<file path="src/rtl/dsc_pkg.sv">
package dsc_pkg;
  // Decoded action of one sample of the strobe pair
  typedef enum logic [1:0] {
    STEP_NONE = 2'd0,
    STEP_UP   = 2'd1,
    STEP_DN   = 2'd2
  } step_e;
endpackage

</file>
<file path="src/rtl/dsc_sync.sv">
// Multi-stage synchronizer for a vector of asynchronous level inputs.
module dsc_sync #(
  parameter int                N       = 4,
  parameter int                STAGES  = 2,
  parameter logic [N-1:0]      RST_VAL = '0
) (
  input  logic         clk,
  input  logic         rst,
  input  logic [N-1:0] d,
  output logic [N-1:0] q
);
  for (genvar g = 0; g < STAGES; g++) begin : g_stage
    logic [N-1:0] r;
    if (g == 0) begin : g_first
      always_ff @(posedge clk) begin
        if (rst) r <= RST_VAL;
        else     r <= d;
      end
    end else begin : g_next
      always_ff @(posedge clk) begin
        if (rst) r <= RST_VAL;
        else     r <= g_stage[g-1].r;
      end
    end
  end

  assign q = g_stage[STAGES-1].r;
endmodule

</file>
<file path="src/rtl/dsc_step.sv">
// Rising-edge detector for the strobe pair. It steps only when the other strobe is steadily high.
module dsc_step
  import dsc_pkg::*;
(
  input  logic  clk,
  input  logic  rst,
  input  logic  up_lvl,
  input  logic  dn_lvl,
  output step_e step
);
  logic up_prev, dn_prev;
  logic up_rise, dn_rise, up_steady, dn_steady;

  always_ff @(posedge clk) begin
    if (rst) begin
      up_prev <= 1'b1;
      dn_prev <= 1'b1;
    end else begin
      up_prev <= up_lvl;
      dn_prev <= dn_lvl;
    end
  end

  always_comb begin
    up_rise   = up_lvl & ~up_prev;
    dn_rise   = dn_lvl & ~dn_prev;
    up_steady = up_lvl & up_prev;
    dn_steady = dn_lvl & dn_prev;
    if (up_rise && dn_steady)      step = STEP_UP;
    else if (dn_rise && up_steady) step = STEP_DN;
    else                           step = STEP_NONE;
  end
endmodule

</file>
<file path="src/rtl/dsc_core.sv">
// Count register: clear beats load, and load beats a step.
module dsc_core
  import dsc_pkg::*;
#(
  parameter int WIDTH = 4
) (
  input  logic             clk,
  input  logic             rst,
  input  logic             clr,
  input  logic             ld_n,
  input  logic [WIDTH-1:0] preset,
  input  step_e            step,
  output logic [WIDTH-1:0] cnt_nxt,
  output logic [WIDTH-1:0] cnt
);
  always_comb begin
    if (clr)                  cnt_nxt = '0;
    else if (!ld_n)           cnt_nxt = preset;
    else if (step == STEP_UP) cnt_nxt = cnt + WIDTH'(1);
    else if (step == STEP_DN) cnt_nxt = cnt - WIDTH'(1);
    else                      cnt_nxt = cnt;
  end

  always_ff @(posedge clk) begin
    if (rst) cnt <= '0;
    else     cnt <= cnt_nxt;
  end
endmodule

</file>
<file path="src/rtl/dsc_term.sv">
// Registered terminal-count outputs, aligned with the count register.
module dsc_term #(
  parameter int WIDTH = 4
) (
  input  logic             clk,
  input  logic             rst,
  input  logic [WIDTH-1:0] cnt_nxt,
  input  logic             up_lvl,
  input  logic             dn_lvl,
  output logic             carry_n,
  output logic             borrow_n
);
  localparam logic [WIDTH-1:0] TOP = '1;

  always_ff @(posedge clk) begin
    if (rst) begin
      carry_n  <= 1'b1;
      borrow_n <= 1'b1;
    end else begin
      carry_n  <= ~((cnt_nxt == TOP) & ~up_lvl);
      borrow_n <= ~((cnt_nxt == '0) & ~dn_lvl);
    end
  end
endmodule

</file>
<file path="src/rtl/dual_strobe_counter.sv">
module dual_strobe_counter
  import dsc_pkg::*;
#(
  parameter int WIDTH       = 4,
  parameter int SYNC_STAGES = 2
) (
  input  logic             clk,
  input  logic             rst,
  input  logic             up_strobe,
  input  logic             dn_strobe,
  input  logic             load_n,
  input  logic             clear,
  input  logic [WIDTH-1:0] preset,
  output logic [WIDTH-1:0] count,
  output logic             carry_n,
  output logic             borrow_n
);
  localparam int NCTL = 4;
  // Bit order {clear, load_n, dn, up}; idle values are used as the reset values
  localparam logic [NCTL-1:0] CTL_IDLE = 4'b0111;

  logic [NCTL-1:0]  ctl_s;
  logic             up_s, dn_s, ld_s_n, clr_s;
  step_e            step;
  logic [WIDTH-1:0] cnt_nxt;

  dsc_sync #(.N(NCTL), .STAGES(SYNC_STAGES), .RST_VAL(CTL_IDLE)) u_sync (
    .clk (clk),
    .rst (rst),
    .d   ({clear, load_n, dn_strobe, up_strobe}),
    .q   (ctl_s)
  );

  assign {clr_s, ld_s_n, dn_s, up_s} = ctl_s;

  dsc_step u_step (
    .clk    (clk),
    .rst    (rst),
    .up_lvl (up_s),
    .dn_lvl (dn_s),
    .step   (step)
  );

  dsc_core #(.WIDTH(WIDTH)) u_core (
    .clk     (clk),
    .rst     (rst),
    .clr     (clr_s),
    .ld_n    (ld_s_n),
    .preset  (preset),
    .step    (step),
    .cnt_nxt (cnt_nxt),
    .cnt     (count)
  );

  dsc_term #(.WIDTH(WIDTH)) u_term (
    .clk      (clk),
    .rst      (rst),
    .cnt_nxt  (cnt_nxt),
    .up_lvl   (up_s),
    .dn_lvl   (dn_s),
    .carry_n  (carry_n),
    .borrow_n (borrow_n)
  );
endmodule

</file>
<file path="config.mk">
export PLATFORM = sky130hd
export DESIGN_NAME = dual_strobe_counter
export DESIGN_NICKNAME = d
export VERILOG_FILES = /design/src/rtl/dsc_pkg.sv /design/src/rtl/dsc_sync.sv /design/src/rtl/dsc_step.sv /design/src/rtl/dsc_core.sv /design/src/rtl/dsc_term.sv /design/src/rtl/dual_strobe_counter.sv
export SDC_FILE = /design/constraint.sdc
export NUM_CORES = 1
export LEC_CHECK = 0
export ABC_AREA = 0
export BUFFER_PORTS_ARGS = -buffer_cell sky130_fd_sc_hd__buf_4
export CAP_MARGIN = 40
export CELL_PAD_IN_SITES_DETAIL_PLACEMENT = 1
export CELL_PAD_IN_SITES_GLOBAL_PLACEMENT = 2
export CORE_ASPECT_RATIO = 1.2
export CORE_MARGIN = 2
export CORE_UTILIZATION = 33
export CTS_BUF_LIST = sky130_fd_sc_hd__clkbuf_2 sky130_fd_sc_hd__clkbuf_4 sky130_fd_sc_hd__clkbuf_8
export DETAILED_ROUTE_END_ITERATION = 8
export GPL_TIMING_DRIVEN = 0
export HOLD_SLACK_MARGIN = 0.03
export PLACE_DENSITY = 0.81
export SYNTH_ARGS = -nofsm -noshare
export SYNTH_HDL_FRONTEND = slang
export SYNTH_SLANG_ARGS = --single-unit
</file>
<file path="constraint.sdc">
create_clock -name clk -period 2.1 [get_ports clk]
set_input_delay 0.315 -clock clk [delete_from_list [all_inputs] [get_ports clk]]
set_output_delay 0.315 -clock clk [all_outputs]
set_load 0.005 [all_outputs]
</file>
# Yosys cells after proc, flatten, opt, wreduce, memory -nomap -nowiden
# Index checks and enable logic that the tools add are counted.
# op_classes
addsub	2
n_eq_ne	3
mux	6
bitwise	12
reduce_logical	3
# op_table
operator	n
4-bit two-way mux	4
1-bit AND	6
1-bit inverter	6
4-bit by 1-bit adder with 4-bit output, second input constant	1
4-bit == test, second input constant	1
4-bit zero test	1
2-bit two-way mux	2
4-bit by 1-bit subtractor with 4-bit output, second input constant	1
2-bit by 1-bit == test with 1-bit output, second input constant	1
2-bit == test, second input constant	1
1-bit logical AND	2
# totals
regBits	16
in_bits	10
out_inout_bits	6
wordCells	33

# Logic depth before layout (Yosys ltp)
# Gate-level depths: netlist of the first run.
# depth
ltp_word	13
mapped_depth	7
mapped_depth_nobuf	7

# Hierarchy
# From an unflattened synthesis of the first run, not the netlist that was laid out.
# unflattened
hier_cells	74
area_unflattened_um2	737.0
# by_module_without_submodules
module	instances	cells_each	area_each_um2	seq_area_each_um2
dsc_core	1	45	382.9	80.1
dsc_sync	1	16	210.2	160.2
dsc_step	1	6	72.6	40.0
dsc_term	1	7	71.3	40.0

# Least setup slack after synthesis of the first run
# Ideal clock, no wire load.
# synth_timing
path_type	register -> register
startpoint	reg u_core.cnt[0]
endpoint	reg u_term.carry_n
setup_ps	134
t_arrival_ps	1580
required_time_ps	1966
slack_ps	386
path_stages_with_launch	7
n_path_buf	0
synth_period_minus_slack_ps	1714
path_cell_list	dfxtp_1 -> inv_1 -> ha_1 -> and4bb_2 -> o21ai_0 -> a311o_1 -> nand4bb_1
# synth_via
elab_chain_len	8
elab_cells_between_ends	9
classes_between	add/sub (2); eq/ne (1); mux (4); bitwise (2)
# synth_rtl
item	line_no	rtl
from (decl)	dsc_core.sv:14	output logic [WIDTH-1:0] cnt
from (signal assigned)	dsc_core.sv:26	else cnt <= cnt_nxt;
4-bit by 1-bit subtractor with 4-bit output	dsc_core.sv:20	else if (step == STEP_DN) cnt_nxt = cnt - WIDTH'(1);
4-bit two-way mux	dsc_core.sv:20	
4-bit two-way mux *	dsc_core.sv:19	else if (step == STEP_UP) cnt_nxt = cnt + WIDTH'(1);
4-bit two-way mux *	dsc_core.sv:18	else if (!ld_n) cnt_nxt = preset;
4-bit two-way mux *	dsc_core.sv:17	if (clr) cnt_nxt = '0;
4-bit == test *	dsc_term.sv:20	carry_n <= ~((cnt_nxt == TOP) & ~up_lvl);
1-bit AND *	dsc_term.sv:20	
1-bit inverter *	dsc_term.sv:20	
to (signal assigned)	dsc_term.sv:20	
to (decl)	dsc_term.sv:10	output logic carry_n,
# Mark *: on every way between the ends. The rest lies on a longest branch, timed or not.
# A chain may end at the register's enable or synchronous reset.

# Worst setup path after layout of the first run
# Ends and elaborated chain as after synthesis.

==> summary.md, run 1 <==
| Metric | Value |
|---|---|
| Total GRT Usage | 14.58% |
| Final setup violation count | 0 |
| Setup crit end | u_term.carry_n |
| Post-CTS Resized | 0 |
| Drt pass-1 iters | 3 |
| Power density over the cells | approximately 700 mW/mm² |
| CP peak stage delay | 0.46 ns |
| Diode count | 0 |
| Largest area contributor in the netlist | dfxtp_1 |
| Final ANT Viol Nets | 0 |
| Die Span X | 45.31 µm |
| Crit path DAT | 2.02 ns |
| Ys Warns | 0 |
| Nets@finish | 100 |
| Initial DRC count | 3 |
| Setup tns final | 0 ns |
| Core region area | roughly 0.0019 mm² |
| DR WL/cell | 12.93 µm |
| Hpwl dp | between 1 and 1.5 mm |
| Port Buffer Count | 15 |
| Setup crit end kind | flip-flop |
| Final Critical Period | 1.864 ns |
| Critical path class | reg -> reg |
| Die ar. | 0.002427 mm² |
| Yosys cell types | 27 |
| Post-Syn Instances | 68 |
| Final max-slew violation count | 0 |
| Clock Latency Late Sink | 0.28 ns |
| Worst rel slew slack | 74.18% |
| EDFF count, synth | 0 |
| Total CTS buffers | 3 |
| Global-route wire length before repair | approximately 2.5 mm |
| Fraction of final layout cells sized beyond drive strength 1 | 35.63% |
| Critical path's top delay family | simple AND/OR/NAND/NOR gates |
| Hold_buf cts | 0 |
| Startpoint Class | flip-flop |
| Unrepaired setup endpoints after global routing | no |
| Worst R2R Path Depth | 6 |
| Via Count | 554 |
| FF+latch count, synth | 16 |
| Status | finished clean |
| Min Hold Slack | 0.2112 ns |
| Area share of the largest cell type after synthesis | 47.41% |
| Initial core utilization | 35.69% |
| Prevailing post-synth register cell | dfxtp_1 |
| Largest net degree at the start of global routing | 11 |
| Total congestion overflow | 0 |
| Max-cap check violation count | 0 |
| WP buf/inv | 1 |
| CTS tree | built |
| Sequential share of the synthesized area | 47.41% |
| GPL Wtd Cong | roughly 0.74 |
| Synth Area per Inst | 9.936 µm² |
| Root Driver | clkbuf_4 |
| Syn nets | 80 |
| CP max FO | 7 |
| Peak supply drop | 0.0005747 V |
| H-tree levels | 1 |
| Leakage power | ~0.35 nW |
| Post-synth ARST share | 0% |
| R2r setup slk | 0.24 ns |
| Critical Path Start | u_core.cnt[0] |
| CP Cell Sequence | inv_1 -> ha_1 -> and4bb_2 -> o21ai_0 -> a311o_1 -> nand4bb_1 |
| Antenna violations before repair | 0 |
| Reg clk slew, reported paths | around 0.09 ns |
| Vias in the first global route | 602 |
| Final Hold Fails | 0 |
| Post-synth top cells | dfxtp_1, nor2_1, or2_2 |
| FMAX | 0.5364 GHz |
| Mapped cell area | roughly 680 µm² |
| Drt via density | around 5.2 |
| Clock tree sinks | 16 |
| HP Class | in -> reg |
| Std-Cell Rows | 17 |
| Worst EP required | 2.26 ns |
| Area Overhead vs Synth | 25.56% |
| CP max-delay cell | dfxtp_1 |
| Routed WL | 1.371 mm |
| Fin crit share | 88.78% |
| Postcts setup bufs | 0 |
| Reg2reg start | u_core.cnt[0] |
| Ranking of synthesized cells by area | dfxtp_1, or2_2, nor2_1 |
| Clock Skew | 0.006783 ns |
| DRC violations left | 0 |
| Number of I/O pins | 16 |
| Tightest Pin Transition | 0.3850 ns |
| Die Ht | 53.57 µm |
| CP Depth | 6 |
| Clock buffer depth | 2 |
| Most frequent cell after synthesis | dfxtp_1 |
| R2r endpoint | u_term.carry_n |
## worst min path at each step
stage | start | end | slack [ns] | depth (start not counted)
after floorplan | rst | u_core.cnt[2] | 0.39 | 1
after global placement | u_sync.g_stage[0].r[1] | u_sync.q[1] | 0.39 | 1
after detailed placement | u_sync.g_stage[0].r[1] | u_sync.q[1] | 0.40 | 1
after CTS | load_n | u_sync.g_stage[0].r[2] | 0.20 | 2
final | load_n | u_sync.g_stage[0].r[2] | 0.21 | 2
after global routing | load_n | u_sync.g_stage[0].r[2] | 0.20 | 2
## area by class of cell
type                    count  area (µm²)
plain buffers               2       7.507
clock buffers               4       36.28
well taps                  19       23.77
repair buffers             15       112.6
flip-flops and latches     16       320.3
inverters                   2       7.507
fillers                   229        1045
multi-input cells          48       340.3
## flip-flops by register name (all words and copies together), names as in the netlist
name,flops
u_core.cnt,4
u_step.dn_prev,1
u_step.up_prev,1
u_sync.g_stage.r,4
u_sync.q,4
u_term.borrow_n,1
u_term.carry_n,1
## metrics by stage
stage / util (%) / setup WS, ns / power, W / instance area, µm² / std cells
floorplan: - / 0.3859 / 0.0003796 / 675.6 / 68
global placement: 42.89 / 0.2549 / 0.0004125 / 812.0 / 102
detailed placement: 42.89 / 0.2356 / 0.0004150 / 812.0 / 102
CTS: 44.81 / 0.2228 / 0.0006131 / 848.3 / 106
global route: 44.81 / 0.06204 / 0.0006395 / 848.3 / 106
finish: 44.81 / 0.2357 / 0.0006022 / 848.3 / 106
## metal layers
layer	GRT usage, %	vias up	wire (µm)
met4	8.824	0	17
li1	-	279	-
met2	25.95	12	710
met5	0	-	0
met3	2.013	2	63
met1	16.08	261	579
## kinds of logic (layout without fill, tap and decap cells)
kind of cell               after synthesis  after routing  synth area share [%]
xor gates and xnor gates                 2              2                 2.593
AOI/OAI and AO/OA                        9              9                 9.629
buffers and inverters                    4             23                 2.223
and+or+nand+nor                         35             35                 34.44
DFF                                     16             16                 47.41
adders and majority gates                2              2                 3.703
## layout by cell type, fill, tap and decap left out, drive strengths merged, types with 2 or more instances in the layout
cell	netlist	final
a311o	2	2
buf	0	15
clkbuf	2	6
dfxtp	16	16
ha	2	2
inv	2	2
nand3b	2	2
nor2	9	9
nor2b	4	4
o211ai	2	2
o21ai	2	2
or2	8	8
xnor2	2	2
## report_power, final
group	internal (W)	switching (W)	leakage, nW
logic	0.0000457	0.0000293	0.193
clock network	0.000105	0.0000908	0.0210
registers	0.000317	0.0000137	0.132
Note: power is estimated with default switching activity, not from simulation.
==> run 2, diff against run 1 <==
Settings changed: RECOVER_POWER from default to 100.
==> run 2 against run 1 <==
Compared with the run above: non-clock buffer count stayed put; register-to-register slack hardly changed; setup slack better by 0.0024 ns; sequential share of layout area is 0.39 points higher; maximum frequency is 0.13% higher; die area stayed put.
==> summary.md, run 2 (same netlist as run 1, synthesis figures left out) <==
| Metric | Value |
|---|---|
| Total CTS buffers | 3 (unchanged) |
| Area Overhead vs Synth | 24.26% |
| Final Critical Period | 1.862 ns (-0.002420 ns) |
| Routed WL | 1.373 mm (+0.15%) |
| Nets@finish | 100 (unchanged) |
| Fraction of final layout cells sized beyond drive strength 1 | 33.33% (-2.3 points) |
| CP max-delay cell | dfxtp_1 |
| Startpoint Class | flip-flop |
| Status | finished clean |
| Largest net degree at the start of global routing | 11 (unchanged) |
| CP peak stage delay | 0.46 ns (about the same) |
| CP Cell Sequence | inv_1 -> ha_1 -> and4bb_2 -> o21ai_0 -> a311o_1 -> nand4bb_1 |
| Reg clk slew, reported paths | 0.09 ns (about the same) |
| Max-cap check violation count | 0 (unchanged) |
| Clock buffer depth | 2 (unchanged) |
| Min Hold Slack | 0.2107 ns (-0.0004600 ns) |
| Worst rel slew slack | 74.79% (+0.61 points) |
| Commonest non-fill, non-tap cell in the layout | dfxtp_1 |
| HP Class | in -> reg |
| Number of I/O pins | 16 (unchanged) |
| Filler cell count | 228 (-0.44%) |
| Drt pass-1 iters | 3 (unchanged) |
| DRC violations left | 0 (unchanged) |
| Die ar. | 0.002427 mm² (unchanged) |
| GPL Wtd Cong | 0.7392 (unchanged) |
| Multi-input logic area | 335.3 µm² (-1.5%) |
| Std-Cell Rows | 17 (unchanged) |
| Die Span X | 45.31 µm (unchanged) |
| Final ANT Viol Nets | 0 (unchanged) |
| Final max-slew violation count | 0 (unchanged) |
| Total GRT Usage | 14.58% (unchanged) |
| Vias in the first global route | 602 (unchanged) |
| Clock tree sinks | 16 (unchanged) |
| Post-CTS Resized | 0 (unchanged) |
| DR WL/cell | 12.95 µm (+0.15%) |
| Root Driver | clkbuf_4 |
| Setup crit end kind | flip-flop |
| Leakage power | 0.3393 nW (-2.0%) |
| Core region area | 0.001893 mm² (unchanged) |
| Total congestion overflow | 0 (unchanged) |
| Antenna violations before repair | 0 (unchanged) |
| Commonest non-fill, non-tap cells in the layout | dfxtp_1, nor2_1, clkbuf_4 |
| Diode count | 0 (unchanged) |
| FMAX | 0.5371 GHz (+0.13%) |
| Port Buffer Count | 15 (unchanged) |
| Post-layout power | 0.0006001 W (-0.36%) |
| Register area | 320.3 µm² (unchanged) |
| Setup tns final | 0 ns (unchanged) |
| Power density over the cells | 714.7 mW/mm² (+0.68%) |
| Crit path DAT | 2.02 ns (about the same) |
| Unrepaired setup endpoints after global routing | no |
| Initial DRC count | 3 (unchanged) |
| H-tree levels | 1 (unchanged) |
| Clock Skew | 0.006780 ns (-0.000003630 ns) |
| Peak supply drop | 0.0005746 V (about the same) |
| Layout Utilization | 44.35% (-0.46 points) |
| Clock Latency Late Sink | 0.28 ns (about the same) |
| Critical path class | reg -> reg |
| Postcts setup bufs | 0 (unchanged) |
| Initial core utilization | 35.69% (unchanged) |
| Final Hold Fails | 0 (unchanged) |
| Worst EP required | 2.26 ns (about the same) |
| Final setup violation count | 0 (unchanged) |
| Die Ht | 53.57 µm (unchanged) |
| Hpwl dp | 1.057 mm (unchanged) |
| CP max FO | 7 (unchanged) |
| Tightest Pin Transition | 0.3731 ns (-0.01186 ns) |
| Via Count | 551 (-0.54%) |
| CTS tree | built |
| Global-route wire length before repair | 2.511 mm (unchanged) |
| Drt via density | 5.198 (-0.54%) |
| Hold_buf cts | 0 (unchanged) |
| Fin crit share | 88.66% (-0.12 points) |
==> run 2: per-layer routing <==
layer  global-route usage, %  wire, µm
met5                       0         0
met3                   2.013        59
met4                   8.824        17
met1                   16.08       587
met2                   25.95       709
==> run 2: final timing paths <==
check / start / end / slack, ns / cells after the start
min: load_n / u_sync.g_stage[0].r[2] / 0.21 / 2
max: u_core.cnt[0] / u_term.carry_n / 0.24 / 6
max reg2reg: u_core.cnt[0] / u_term.carry_n / 0.24 / 6
min reg2reg: u_sync.g_stage[0].r[1] / u_sync.q[1] / 0.41 / 1
==> run 2: area by class of cell <==
class                   instances  area share [%]
plain buffers                   2          0.8942
clock buffers                   4           4.322
inverters                       2          0.8942
multi-input cells              48           39.94
flip-flops and latches         16           38.15
well taps                      19           2.832
repair buffers                 15           12.97
==> run 2: worst max-delay path: cells and delay by family, from the launching register on <==
family / cells / cell delay, ns
buf+inv: 1 / 0.08
compound gates: 2 / 0.43
simple gates: 2 / 0.47
fa+ha+maj: 1 / 0.30
flops: 1 / 0.46
==> run 2: stage by stage <==
step / setup slack [ns] / cell area (µm²) / instances
2_1_floorplan: 0.3859 / 675.6 / 68
3_3_place_gp: 0.2549 / 812.0 / 102
3_5_place_dp: 0.2356 / 812.0 / 102
4_1_cts: 0.2228 / 848.3 / 106
5_1_grt: 0.06456 / 839.6 / 106
6_report: 0.2381 / 839.6 / 106
==> run 2: power breakdown <==
part           leakage [nW]  internal (W)  switching [W]
clock network        0.0210      0.000105      0.0000910
logic                 0.187     0.0000439      0.0000289
registers             0.132      0.000317      0.0000135
==> run 3, diff against run 2 <==
--- a/constraint.sdc
+++ b/constraint.sdc
@@ -3,2 +3,2 @@
 set_output_delay 0.315 -clock clk [all_outputs]
-set_load 0.005 [all_outputs]
+set_load 0.02 [all_outputs]
==> run 3 against run 2 <==
Compared with the run above: non-clock buffer count is the same; first-iteration DRC count is the same; sequential power is essentially flat; register-to-register slack is essentially flat; power grew 0.51%; global-route usage is the same; setup slack is essentially flat; clock power is essentially flat; maximum frequency is essentially flat; die area is the same.
==> summary.md, run 3 (same netlist as run 1, synthesis figures left out) <==
| Metric | Value |
|---|---|
| Total congestion overflow | 0 (unchanged) |
| Crit path DAT | 2.02 ns (about the same) |
| Critical path class | reg -> reg |
| Final cell count without fillers | 106 (unchanged) |
| Peak supply drop | 0.0005749 V (about the same) |
| Antenna violations before repair | 0 (unchanged) |
| H-tree levels | 1 (unchanged) |
| HP Class | in -> reg |
| Drt via density | 5.226 (+0.54%) |
| Min Hold Slack | 0.2107 ns (-0.000003000 ns) |
| Unrepaired setup endpoints after global routing | no |
| CTS tree | built |
| CP max FO | 7 (unchanged) |
| Total CTS buffers | 3 (unchanged) |
| CP peak stage delay | 0.46 ns (about the same) |
| WP buf/inv | 1 (unchanged) |
| Postcts setup bufs | 0 (unchanged) |
| Clock Skew | 0.006783 ns (+0.000002880 ns) |
| Std-Cell Rows | 17 (unchanged) |
| Setup tns final | 0 ns (unchanged) |
| Startpoint Class | flip-flop |
| Port Buffer Count | 15 (unchanged) |
| CP max-delay cell | dfxtp_1 |
| Final worst setup slack | 0.2377 ns (-0.0004740 ns) |
| Die Ht | 53.57 µm (unchanged) |
| Fraction of final layout cells sized beyond drive strength 1 | 26.44% (-6.9 points) |
| Routed WL | 1.390 mm (+1.2%) |
| Final Critical Period | 1.862 ns (+0.0004740 ns) |
| Multi-input logic area | 335.3 µm² (unchanged) |
| Initial core utilization | 35.69% (unchanged) |
| GPL Wtd Cong | 0.7392 (unchanged) |
| Clock buffer depth | 2 (unchanged) |
| Fin crit share | 88.68% (about the same) |
| Leakage power | 0.3184 nW (-6.1%) |
| Critical path's top delay family | simple AND/OR/NAND/NOR gates |
| Die Span X | 45.31 µm (unchanged) |
| Global-route wire length before repair | 2.511 mm (unchanged) |
| Hold_buf cts | 0 (unchanged) |
| DR WL/cell | 13.11 µm (+1.2%) |
| Tightest Pin Transition | 0.3850 ns (+0.01187 ns) |
| Drt pass-1 iters | 3 (unchanged) |
| Final Hold Fails | 0 (unchanged) |
| Hpwl dp | 1.057 mm (unchanged) |
| Worst rel slew slack | 74.18% (-0.61 points) |
| Clock tree sinks | 16 (unchanged) |
| Largest net degree at the start of global routing | 11 (unchanged) |
| Initial DRC count | 3 (unchanged) |
| Power density over the cells | 738.2 mW/mm² (+3.3%) |
| Die ar. | 0.002427 mm² (unchanged) |
| Via Count | 554 (+0.54%) |
| DRC violations left | 0 (unchanged) |
| Cells after DPL | 102 (unchanged) |
| FMAX | 0.5370 GHz (about the same) |
| Total GRT Usage | 14.58% (unchanged) |
| Setup crit end kind | flip-flop |
| Final ANT Viol Nets | 0 (unchanged) |
| Reg clk slew, reported paths | 0.09 ns (about the same) |
| Diode count | 0 (unchanged) |
| Commonest non-fill, non-tap cells in the layout | dfxtp_1, clkbuf_1, nor2_1 |
| Number of I/O pins | 16 (unchanged) |
| Vias in the first global route | 602 (unchanged) |
| Status | finished clean |
| Core region area | 0.001893 mm² (unchanged) |
| Commonest non-fill, non-tap cell in the layout | dfxtp_1 |
| Root Driver | clkbuf_4 |
| Final max-slew violation count | 0 (unchanged) |
| Post-CTS Resized | 0 (unchanged) |
| Register area | 320.3 µm² (unchanged) |
| Clock Latency Late Sink | 0.28 ns (about the same) |
| Setup WS pre-CTS | 0.2356 ns (unchanged) |
| Worst EP required | 2.26 ns (about the same) |
| Filler cell count | 228 (unchanged) |
| Area Overhead vs Synth | 20.93% |
| DP Area | 812.0 µm² (unchanged) |
| Max-cap check violation count | 0 (unchanged) |
| Final setup violation count | 0 (unchanged) |
| Nets@finish | 100 (unchanged) |
| Fin area | 817.0 µm² (-2.7%) |
| CP Cell Sequence | inv_1 -> ha_1 -> and4bb_2 -> o21ai_0 -> a311o_1 -> nand4bb_1 |
run 3: cell counts in the layout (fill, tap and decap cells not counted):
Identical to the previous run, type by type.
run 3: stage by stage:
step | utilization [%] | total power, W
detailed placement | 42.89 | 0.0004220
CTS | 44.81 | 0.0006201
floorplan | - | 0.0003862
global route | 43.16 | 0.0006398
global placement | 42.89 | 0.0004195
finish | 43.16 | 0.0006031
run 3: power breakdown:
| group | switching (W) | leakage, nW | internal [W] |
|---|---|---|---|
| combinational | 0.0000357 | 0.166 | 0.0000401 |
| sequential | 0.0000135 | 0.132 | 0.000317 |
| clock | 0.0000910 | 0.0210 | 0.000105 |
| total | 0.000140 | 0.318 | 0.000463 |
run 3: final timing paths:
check | start | end | slack (ns) | cells after the start
setup / recovery | u_core.cnt[0] | u_term.carry_n | 0.24 | 6
setup reg to reg | u_core.cnt[0] | u_term.carry_n | 0.24 | 6
hold / removal | load_n | u_sync.g_stage[0].r[2] | 0.21 | 2
hold reg to reg | u_sync.g_stage[0].r[1] | u_sync.q[1] | 0.41 | 1
run 3: per-layer routing:
metal	GRT usage, %	wire length, µm	vias up
met5	0	0	-
li1	-	-	279
met2	25.95	707	12
met4	8.824	17	0
met1	16.08	596	261
met3	2.013	68	2
run 3: layout make-up:
type	instances	share of cell area, %
plain buffers	2	0.9188
clock buffers	4	4.441
inverters	2	0.9188
multi-input cells	48	41.04
flip-flops and latches	16	39.20
well taps	19	2.910
repair buffers	15	10.57
run 3: worst reg2reg max path, delay by kind of cell, from the launching register on:
kind,cells,cell delay (ns)
simple gates,2,0.47
flops,1,0.46
compound gates,2,0.43
fa+ha+maj,1,0.30
buf+inv,1,0.08
